`src/rtl/rsb_pkg.sv`:
```
package rsb_pkg;
  localparam int unsigned RSB_ENTRIES = 4;
  localparam int unsigned RSB_DATA_W  = 32;
  localparam int unsigned RSB_OP_W    = 4;
endpackage

```
`src/rtl/rsb_lowest.sv`:
```
module rsb_lowest #(
  parameter int unsigned N     = 4,
  parameter int unsigned IDX_W = (N > 1) ? $clog2(N) : 1
) (
  input  logic [N-1:0]     req_i,
  output logic [N-1:0]     gnt_o,
  output logic             any_o,
  output logic [IDX_W-1:0] idx_o
);
  always_comb begin
    gnt_o = '0;
    idx_o = '0;
    for (int i = N - 1; i >= 0; i--) begin
      if (req_i[i]) begin
        gnt_o    = '0;
        gnt_o[i] = 1'b1;
        idx_o    = IDX_W'(i);
      end
    end
  end
  assign any_o = |req_i;
endmodule

```
`src/rtl/rsb_operand.sv`:
```
module rsb_operand #(
  parameter int unsigned DATA_W = 32,
  parameter int unsigned TAG_W  = 3
) (
  input  logic              clk_i,
  input  logic              rst_ni,
  input  logic              load_i,
  input  logic [TAG_W-1:0]  src_tag_i,
  input  logic [DATA_W-1:0] src_val_i,
  input  logic              bc_valid_i,
  input  logic [TAG_W-1:0]  bc_tag_i,
  input  logic [DATA_W-1:0] bc_val_i,
  output logic              rdy_o,
  output logic [DATA_W-1:0] val_o
);
  logic              rdy_q;
  logic [TAG_W-1:0]  tag_q;
  logic [DATA_W-1:0] val_q;
  logic              hit_new, hit_wait;

  assign hit_new  = bc_valid_i && (bc_tag_i == src_tag_i);
  assign hit_wait = bc_valid_i && !rdy_q && (bc_tag_i == tag_q);

  always_ff @(posedge clk_i or negedge rst_ni) begin
    if (!rst_ni) begin
      rdy_q <= 1'b0;
      tag_q <= '0;
      val_q <= '0;
    end else if (load_i) begin
      tag_q <= src_tag_i;
      if (src_tag_i == '0) begin
        rdy_q <= 1'b1;
        val_q <= src_val_i;
      end else if (hit_new) begin
        // same-cycle wakeup
        rdy_q <= 1'b1;
        val_q <= bc_val_i;
      end else begin
        rdy_q <= 1'b0;
      end
    end else if (hit_wait) begin
      rdy_q <= 1'b1;
      val_q <= bc_val_i;
    end
  end

  assign rdy_o = rdy_q;
  assign val_o = val_q;


  value_hold_chk: assert property (@(posedge clk_i) disable iff (!rst_ni)
    rdy_q && !load_i |=> rdy_q && $stable(val_q));


  issue_wake_chk: assert property (@(posedge clk_i) disable iff (!rst_ni)
    load_i && (src_tag_i != '0) && bc_valid_i && (bc_tag_i == src_tag_i)
      |=> rdy_q && (val_q == $past(bc_val_i)));
endmodule

```
`src/rtl/rsb_entry.sv`:
```
module rsb_entry #(
  parameter int unsigned OP_W   = 4,
  parameter int unsigned DATA_W = 32,
  parameter int unsigned TAG_W  = 3,
  parameter logic [TAG_W-1:0] MY_TAG = 1
) (
  input  logic              clk_i,
  input  logic              rst_ni,
  input  logic              alloc_i,
  input  logic [OP_W-1:0]   op_i,
  input  logic [TAG_W-1:0]  a_tag_i,
  input  logic [DATA_W-1:0] a_val_i,
  input  logic [TAG_W-1:0]  b_tag_i,
  input  logic [DATA_W-1:0] b_val_i,
  input  logic              bc_valid_i,
  input  logic [TAG_W-1:0]  bc_tag_i,
  input  logic [DATA_W-1:0] bc_val_i,
  input  logic              take_i,
  output logic              busy_o,
  output logic              rdy_o,
  output logic [OP_W-1:0]   op_o,
  output logic [DATA_W-1:0] a_o,
  output logic [DATA_W-1:0] b_o
);
  logic busy_q, sent_q, own_hit, a_rdy, b_rdy;
  logic [OP_W-1:0] op_q;

  assign own_hit = bc_valid_i && (bc_tag_i == MY_TAG) && sent_q;

  always_ff @(posedge clk_i or negedge rst_ni) begin
    if (!rst_ni) begin
      busy_q <= 1'b0;
      sent_q <= 1'b0;
      op_q   <= '0;
    end else if (alloc_i) begin
      busy_q <= 1'b1;
      sent_q <= 1'b0;
      op_q   <= op_i;
    end else if (own_hit) begin
      busy_q <= 1'b0;
      sent_q <= 1'b0;
    end else if (take_i) begin
      sent_q <= 1'b1;
    end
  end

  rsb_operand #(.DATA_W(DATA_W), .TAG_W(TAG_W)) u_a (
    .clk_i, .rst_ni, .load_i(alloc_i), .src_tag_i(a_tag_i), .src_val_i(a_val_i),
    .bc_valid_i, .bc_tag_i, .bc_val_i, .rdy_o(a_rdy), .val_o(a_o)
  );
  rsb_operand #(.DATA_W(DATA_W), .TAG_W(TAG_W)) u_b (
    .clk_i, .rst_ni, .load_i(alloc_i), .src_tag_i(b_tag_i), .src_val_i(b_val_i),
    .bc_valid_i, .bc_tag_i, .bc_val_i, .rdy_o(b_rdy), .val_o(b_o)
  );

  assign busy_o = busy_q;
  assign rdy_o  = busy_q && !sent_q && a_rdy && b_rdy;
  assign op_o   = op_q;


  take_eligible_chk: assert property (@(posedge clk_i) disable iff (!rst_ni)
    take_i |-> busy_q && !sent_q && a_rdy && b_rdy);


  free_on_own_tag_chk: assert property (@(posedge clk_i) disable iff (!rst_ni)
    $fell(busy_q) |-> $past(bc_valid_i && (bc_tag_i == MY_TAG) && sent_q));
endmodule

```
`src/rtl/rsb_bank.sv`:
```
module rsb_bank #(
  parameter int unsigned N_ENT  = rsb_pkg::RSB_ENTRIES,
  parameter int unsigned DATA_W = rsb_pkg::RSB_DATA_W,
  parameter int unsigned OP_W   = rsb_pkg::RSB_OP_W,
  parameter int unsigned TAG_W  = $clog2(N_ENT + 1),
  parameter int unsigned IDX_W  = (N_ENT > 1) ? $clog2(N_ENT) : 1
) (
  input  logic              clk_i,
  input  logic              rst_ni,
  input  logic              iss_valid_i,
  output logic              iss_ready_o,
  output logic [TAG_W-1:0]  iss_tag_o,
  input  logic [OP_W-1:0]   iss_op_i,
  input  logic [TAG_W-1:0]  iss_a_tag_i,
  input  logic [DATA_W-1:0] iss_a_val_i,
  input  logic [TAG_W-1:0]  iss_b_tag_i,
  input  logic [DATA_W-1:0] iss_b_val_i,
  input  logic              bc_valid_i,
  input  logic [TAG_W-1:0]  bc_tag_i,
  input  logic [DATA_W-1:0] bc_val_i,
  output logic              dsp_valid_o,
  input  logic              dsp_ready_i,
  output logic [OP_W-1:0]   dsp_op_o,
  output logic [DATA_W-1:0] dsp_a_o,
  output logic [DATA_W-1:0] dsp_b_o,
  output logic [TAG_W-1:0]  dsp_tag_o
);
  logic [N_ENT-1:0]  busy, rdy, free_gnt, rdy_gnt, alloc, take;
  logic              free_any, rdy_any, fire, lock_q;
  logic [IDX_W-1:0]  free_idx, rdy_idx, sel_idx, lock_idx_q;
  logic [OP_W-1:0]   ent_op [N_ENT];
  logic [DATA_W-1:0] ent_a  [N_ENT];
  logic [DATA_W-1:0] ent_b  [N_ENT];

  rsb_lowest #(.N(N_ENT), .IDX_W(IDX_W)) u_free (
    .req_i(~busy), .gnt_o(free_gnt), .any_o(free_any), .idx_o(free_idx)
  );
  rsb_lowest #(.N(N_ENT), .IDX_W(IDX_W)) u_pick (
    .req_i(rdy), .gnt_o(rdy_gnt), .any_o(rdy_any), .idx_o(rdy_idx)
  );

  assign iss_ready_o = free_any;
  assign iss_tag_o   = TAG_W'(free_idx) + TAG_W'(1);
  assign alloc       = (iss_valid_i && free_any) ? free_gnt : '0;

  // stalled offer is pinned so the handshake stays stable
  assign sel_idx     = lock_q ? lock_idx_q : rdy_idx;
  assign dsp_valid_o = lock_q || rdy_any;
  assign fire        = dsp_valid_o && dsp_ready_i;

  always_ff @(posedge clk_i or negedge rst_ni) begin
    if (!rst_ni) begin
      lock_q     <= 1'b0;
      lock_idx_q <= '0;
    end else begin
      lock_q     <= dsp_valid_o && !dsp_ready_i;
      lock_idx_q <= sel_idx;
    end
  end

  for (genvar g = 0; g < N_ENT; g++) begin : g_ent
    assign take[g] = fire && (sel_idx == IDX_W'(g));
    rsb_entry #(
      .OP_W(OP_W), .DATA_W(DATA_W), .TAG_W(TAG_W), .MY_TAG(TAG_W'(g + 1))
    ) u_ent (
      .clk_i, .rst_ni,
      .alloc_i(alloc[g]), .op_i(iss_op_i),
      .a_tag_i(iss_a_tag_i), .a_val_i(iss_a_val_i),
      .b_tag_i(iss_b_tag_i), .b_val_i(iss_b_val_i),
      .bc_valid_i, .bc_tag_i, .bc_val_i,
      .take_i(take[g]), .busy_o(busy[g]), .rdy_o(rdy[g]),
      .op_o(ent_op[g]), .a_o(ent_a[g]), .b_o(ent_b[g])
    );
  end

  assign dsp_op_o  = ent_op[sel_idx];
  assign dsp_a_o   = ent_a[sel_idx];
  assign dsp_b_o   = ent_b[sel_idx];
  assign dsp_tag_o = TAG_W'(sel_idx) + TAG_W'(1);


  one_take_chk: assert property (@(posedge clk_i) disable iff (!rst_ni)
    $onehot0(take));


  offer_hold_chk: assert property (@(posedge clk_i) disable iff (!rst_ni)
    dsp_valid_o && !dsp_ready_i |=> dsp_valid_o && $stable(dsp_tag_o)
      && $stable(dsp_a_o) && $stable(dsp_b_o) && $stable(dsp_op_o));


  full_no_alloc_chk: assert property (@(posedge clk_i) disable iff (!rst_ni)
    iss_valid_i && !iss_ready_o |=> $countones(busy) <= $past($countones(busy)));
endmodule

```
`config.mk`:
```
export PLATFORM = sky130hd
export DESIGN_NAME = rsb_bank
export DESIGN_NICKNAME = d
export VERILOG_FILES = /design/src/rtl/rsb_pkg.sv /design/src/rtl/rsb_lowest.sv /design/src/rtl/rsb_operand.sv /design/src/rtl/rsb_entry.sv /design/src/rtl/rsb_bank.sv
export SDC_FILE = /design/constraint.sdc
export NUM_CORES = 1
export LEC_CHECK = 0
export BUFFER_PORTS_ARGS = -buffer_cell sky130_fd_sc_hd__buf_4
export CAP_MARGIN = 0
export CORE_ASPECT_RATIO = 1.4
export CORE_UTILIZATION = 50
export DETAILED_ROUTE_END_ITERATION = 10
export PLACE_DENSITY = 0.67
export SYNTH_ARGS = -nofsm -noshare
export SYNTH_HDL_FRONTEND = slang
export SYNTH_SLANG_ARGS = --single-unit
```
`constraint.sdc`:
```
create_clock -name clk_i -period 4.4 [get_ports clk_i]
set_clock_uncertainty 0.15 [all_clocks]
set_input_delay 0.88 -clock clk_i [delete_from_list [all_inputs] [get_ports clk_i]]
set_output_delay 0.88 -clock clk_i [all_outputs]
set_load 0.1 [all_outputs]
```
== Yosys cells after proc, flatten, opt, wreduce, memory -nomap -nowiden ==
Cells that the tools add are included.
Widths: inputs -> output; s select.

* Register bits: 315
* Input bits: 114
* Output and inout bits: 76
* Logic and storage cells: 239

* $add $sub $neg: 2
* Magnitude comparators: 1
* Equality and inequality tests: 25
* Mux-type cells: 83
* Bitwise gates (word level): 2
* Reductions and logical operators: 88

{| class="wikitable"
|+ Operator list
! operator !! number
|-
| $mux 32 || 24
|-
| $bmux 32 s2 || 2
|-
| $logic_and 1x1->1 || 45
|-
| $mux 1 || 40
|-
| $eq 3x3->1 || 10
|-
| $mux 4 || 7
|-
| $ne 3x1->1 const B || 8
|-
| $reduce_bool 2->1 || 12
|-
| $mux 2 || 9
|-
| $reduce_and 2->1 || 8
|-
| $logic_not 1->1 || 13
|-
| $reduce_bool 3->1 || 4
|-
| $bmux 4 s2 || 1
|-
| $reduce_or 4->1 || 2
|-
| $add 2x1->3 const B || 2
|-
| $eq 3x2->1 const B || 2
|-
| $logic_not 3->1 || 2
|-
| $eq 2x2->1 const B || 2
|-
| $not 4->4 || 1
|-
| $eq 3x1->1 const B || 1
|-
| $eq 3x3->1 const B || 1
|-
| $ge 3x3->1 const B || 1
|-
| $not 2->3 || 1
|-
| $eq 2x1->1 const B || 1
|-
| 2 further kinds || 2
|}

== Longest topological paths before layout ==
* Word-level depth: 14
* Depth in mapped cells: 9
* Mapped depth without buffers: 6

== By module ==
From an unflattened synthesis, not the netlist that was laid out.

* Cells, all modules: 1341
* Area total of the unflattened synthesis: 20402.1 µm²

{| class="wikitable"
|+ Modules (own cells, without submodules)
! module !! times used !! cells an instance !! area an instance (µm²) !! sequential area each (µm²)
|-
| rsb_operand || 8 || 124 || 2090.8 || 900.9
|-
| rsb_bank || 1 || 255 || 2499.9 || 75.1
|-
| rsb_entry (g_ent[0].u_ent ...) || 2 || 19 || 267.8 || 150.1
|-
| rsb_entry (g_ent[2].u_ent) || 1 || 18 || 264.0 || 150.1
|-
| rsb_entry (g_ent[3].u_ent) || 1 || 18 || 259.0 || 150.1
|-
| rsb_lowest || 2 || 10 || 58.8 || 0.0
|}

== Least setup slack after synthesis ==
No wires, ideal clock.

* Path type: register to output
* From: reg g_ent[2].u_ent.busy_q
* To: out dsp_b_o[22]
* Arrival time: 3.134 ns
* Data required time: 3.370 ns
* Slack: 0.236 ns
* Cell stages (with the launch flop): 9
* Path buffers: 4
* Cells stage by stage: dfrtp_1 -> buf_4 -> and4b_1 -> a41oi_1 -> o21a_1 -> buf_2 -> buf_6 -> buf_6 -> mux2i_1

* Word-level cells in the longest chain between the ends: 11

{| class="wikitable"
|+ Ends and longest elaborated chain
! what !! RTL line !! RTL
|-
| start, declared || rsb_entry.sv:25 || <nowiki>logic busy_q, sent_q, own_hit, a_rdy, b_rdy;</nowiki>
|-
| start signal, assigned || rsb_entry.sv:32 || <nowiki>busy_q <= 1'b0;</nowiki>
|-
| start signal, assigned || rsb_entry.sv:36 || <nowiki>busy_q <= 1'b1;</nowiki>
|-
| start signal, assigned || rsb_entry.sv:40 || <nowiki>busy_q <= 1'b0;</nowiki>
|-
| $logic_and 1x1->1 (3 in a row) || rsb_entry.sv:57 || <nowiki>assign rdy_o = busy_q && !sent_q && a_rdy && b_rdy;</nowiki>
|-
| $mux 2 (3 in a row) || rsb_lowest.sv:14 || <nowiki>if (req_i[i]) begin</nowiki>
|-
| $mux 2 || rsb_bank.sv:47 || <nowiki>assign sel_idx = lock_q ? lock_idx_q : rdy_idx;</nowiki>
|-
| $not 2->3 (implied by the code) || rsb_bank.sv:78 || <nowiki>assign dsp_b_o = ent_b[sel_idx];</nowiki>
|-
| $bmux 32 s2 || rsb_bank.sv:78 ||
|-
| $mux 32 (implied by the code) (2 in a row) || rsb_bank.sv:78 ||
|-
| end, declared || rsb_bank.sv:25 || <nowiki>output logic [DATA_W-1:0] dsp_b_o,</nowiki>
|}

No other way between the ends. The select of a mux whose other input is x is not followed.

== Final worst setup path ==
* From: reg g_ent[2].u_ent.busy_q
* To: out dsp_b_o[13]

* Word-level cells in the longest chain between the ends: 11

{| class="wikitable"
|+ Ends and longest elaborated chain
! what !! RTL line !! RTL
|-
| $logic_and 1x1->1 (3 in a row) || rsb_entry.sv:57 ||
|-
| $mux 2 (3 in a row) || rsb_lowest.sv:14 ||
|-
| $mux 2 || rsb_bank.sv:47 ||
|-
| named net sel_idx[0] || rsb_bank.sv:30 || <nowiki>logic [IDX_W-1:0] free_idx, rdy_idx, sel_idx, lock_idx_q;</nowiki>
|-
| $not 2->3 (implied by the code) || rsb_bank.sv:78 ||
|-
| $bmux 32 s2 || rsb_bank.sv:78 ||
|-
| $mux 32 (implied by the code) (2 in a row) || rsb_bank.sv:78 ||
|}

The timed path passes the listed nets, and every way through them passes these cells. The select of a mux whose other input is x is not followed.

==> impl_metrics.tcl <==
set metrics [dict create \
    cp-start-kind "register" \
    drc 0 \
    fmax_mhz 237 \
    status "finished, final reports clean" \
    ys_types 42 \
    yosysWarnings 0 \
    synth-edff-count 0 \
    max_stage_delay_ns 0.49 \
    fin_crit_sh 0.960 \
    clk_latency_ns 0.58 \
    ios 190 \
    syn_area_per_cell_um2 10.5 \
    clock-sinks 315 \
    die_w_um 158 \
    rsz0062_at_grt "no" \
    dp_hpwl_um 30000 \
    finalSetupViolCount 0 \
    grt_pass1_wl_um 72300 \
    slew_headroom 0.406 \
    drv_slew 0 \
    grt_remaining_overflow 0 \
    tightest_slew_ns 0.891 \
    antenna_found_initial 2 \
    arrival_ns 3.20 \
    yosysMostFrequentCell "mux2i_1" \
    finalHoldViolCount 0 \
    layout_setup_ws_ns 0.175 \
    dp.cells 2156 \
    die_area_um2 35000 \
    cp_cell_sequence "and4b_1 > o21ai_1 > a22o_1 > bufinv_16 > buf_12 > mux2i_1 > mux2i_1 > buf_6" \
    vias 12600 \
    synthArstFlopShare 1.00 \
    core_area_um2 33500 \
    start_util 0.511 \
    cts.clk_slew.worst_paths_ns 0.06 \
    ys.flop_type "dfrtp_1" \
    synthTopCellsByArea "dfrtp_1 (46%), mux2i_1 (27%), a21oi_1 (7.3%)" \
    portBuffers 189 \
    row_count 79 \
    syn_area_um2 17100 \
    synth_top_area_share 0.461 \
    grt_max_degree 102 \
    via_per_inst 5.70 \
    clock_path_buffers 3 \
    critPathMostFrequentCell "mux2i_1" \
    fin_nets 1859 \
    layout-area-overhead-vs-synth_pct 15.8 \
    place_ws_ns 0.670 \
    synth_seq_area_share 0.461 \
    utilization 0.591 \
    clockRootBuffer "clkbuf_16" \
    wirelength_um 45700 \
    chipHeight_um 221 \
    finalSetupTns_ns 0 \
    drive_gt1_frac 0.195 \
    postSynthCellCount 1629 \
    first_global_vias 13000 \
    syn-num-nets 1744 \
    critPathKind "reg2out" \
    synth_common_cells "mux2i_1 (460), dfrtp_1 (315), nor2_1 (271)" \
    cts-buffers-inserted 31 \
    track_usage 0.267 \
    cp-end-kind "output port" \
    required_ns 3.37 \
    hold_buffers 0 \
    dr.pass1.iters 5 \
    critPathSlowestCell "dfrtp_1" \
    ant_nets 0 \
    ys_ff_latch 315 \
    finalNonFillerCells 2215 \
    finalCriticalPeriod_ns 4.23 \
    cap_violations 0 \
    hp-class "in2async" \
    tritoncts "done" \
    avgRoutedWirePerCell_um 20.6 \
    h-tree-depth 1 \
    synth_area_leader_cell "dfrtp_1" \
    crit_fanout 38 \
    routabilityCongestion 0.808 \
    drt-initial-drc-count 729 \
]
[timing repair]
| action | in CTS | in global routing |
|---|---|---|
| resized for setup | 0 | 4 |
| setup endpoints to repair | 0 | 3 |
| setup buffers | 0 | 0 |
[cell usage in the layout (no fill, tap or decap), drive strengths merged, types with 2 or more instances in the layout]
master,netlist,routed
nand2,43,43
a21oi,257,257
mux2i,468,468
and2,2,2
nand4b,5,5
o21ai,3,3
clkinv,0,10
xnor2,31,31
dfrtp,315,315
clkbuf,18,44
buf,126,226
mux2,30,30
a41oi,5,5
a21o,3,3
nand4,11,11
nor2b,10,10
bufinv,0,4
nor3,2,2
a22oi,8,8
nand3,3,3
inv,5,5
nor2,274,274
[registers in the layout, summed over array words and instances (netlist names), 4 cells and up]
name                   cells
g_ent.u_ent.u_b.rdy_o      4
g_ent.u_ent.sent_q         4
g_ent.u_ent.u_a.tag_q     12
g_ent.u_ent.u_a.val_o    128
g_ent.u_ent.u_b.val_o    128
g_ent.u_ent.u_a.rdy_o      4
g_ent.u_ent.u_b.tag_q     12
g_ent.u_ent.op_o          16
g_ent.u_ent.busy_o         4
[logic make-up (layout without fill, tap and decap cells)]
| group | count (synthesis) | in the layout | share of synthesized area |
|---|---|---|---|
| XOR/XNOR | 31 | 31 | 0.0159 |
| AND/OR/NAND/NOR | 354 | 354 | 0.0867 |
| adder cells (fa/ha/maj) | 1 | 1 | 0.000731 |
| multiplexers | 498 | 498 | 0.299 |
| AO/OA/AOI/OAI | 281 | 281 | 0.0900 |
| flip-flops | 315 | 315 | 0.461 |
| buffers and inverters | 149 | 289 | 0.0466 |
| other | 0 | 1 | 0 |
[worst max-delay path, delay by kind of cell (launching register included)]
kind                   cells  cell delay [ns]
multiplexers               2             0.49
flip-flops                 1             0.49
AND/OR/NAND/NOR            1             0.26
buffers and inverters      3             0.97
AO/OA/AOI/OAI              2             0.34
[area by class of cell]
cell class	count	area, um2
inverter	5	45.0
sequential	315	7880
multi-input combinational	1165	8450
fill	2896	13700
antenna	1	2.50
tap	445	557
clock buffer	44	895
clock inverter	14	149
timing repair buffer	226	1830
[layer usage]
layer,share of wire,track usage,up-vias
li1,-,-,5925
met3,0.035,0.0304,90
met4,0.036,0.108,2
met1,0.41,0.322,6342
met5,0.00039,0,-
met2,0.52,0.478,265
[worst paths after layout]
| check | from | endpoint | slack (ns) | cells past startpoint |
|---|---|---|---|---|
| max | g_ent[2].u_ent.busy_o | dsp_b_o[13] | 0.17 | 8 |
| min | rst_ni | g_ent[3].u_ent.u_a.val_o[26] | 0.19 | 1 |
| max reg2reg | g_ent[3].u_ent.busy_o | g_ent[3].u_ent.u_a.val_o[23] | 1.75 | 6 |
| min reg2reg | g_ent[1].u_ent.op_o[0] | g_ent[1].u_ent.op_o[0] | 0.33 | 2 |
| max in group asynchronous | rst_ni | g_ent[0].u_ent.u_b.val_o[23] | 2.97 | 2 |
| min in group clk_i | dsp_ready_i | lock_q | 0.33 | 2 |
[through the flow]
stage / hold slack, ns / cell area (um2)
floorplan: 0.295 / 17100
global placement: 0.308 / 18700
CTS: 0.236 / 19800
finish: 0.193 / 19800
global route: 0.260 / 19800
detailed placement: 0.315 / 18700
Power is not shown: default switching activity piles up to over one toggle a cycle in this logic, so the estimate is an artifact.
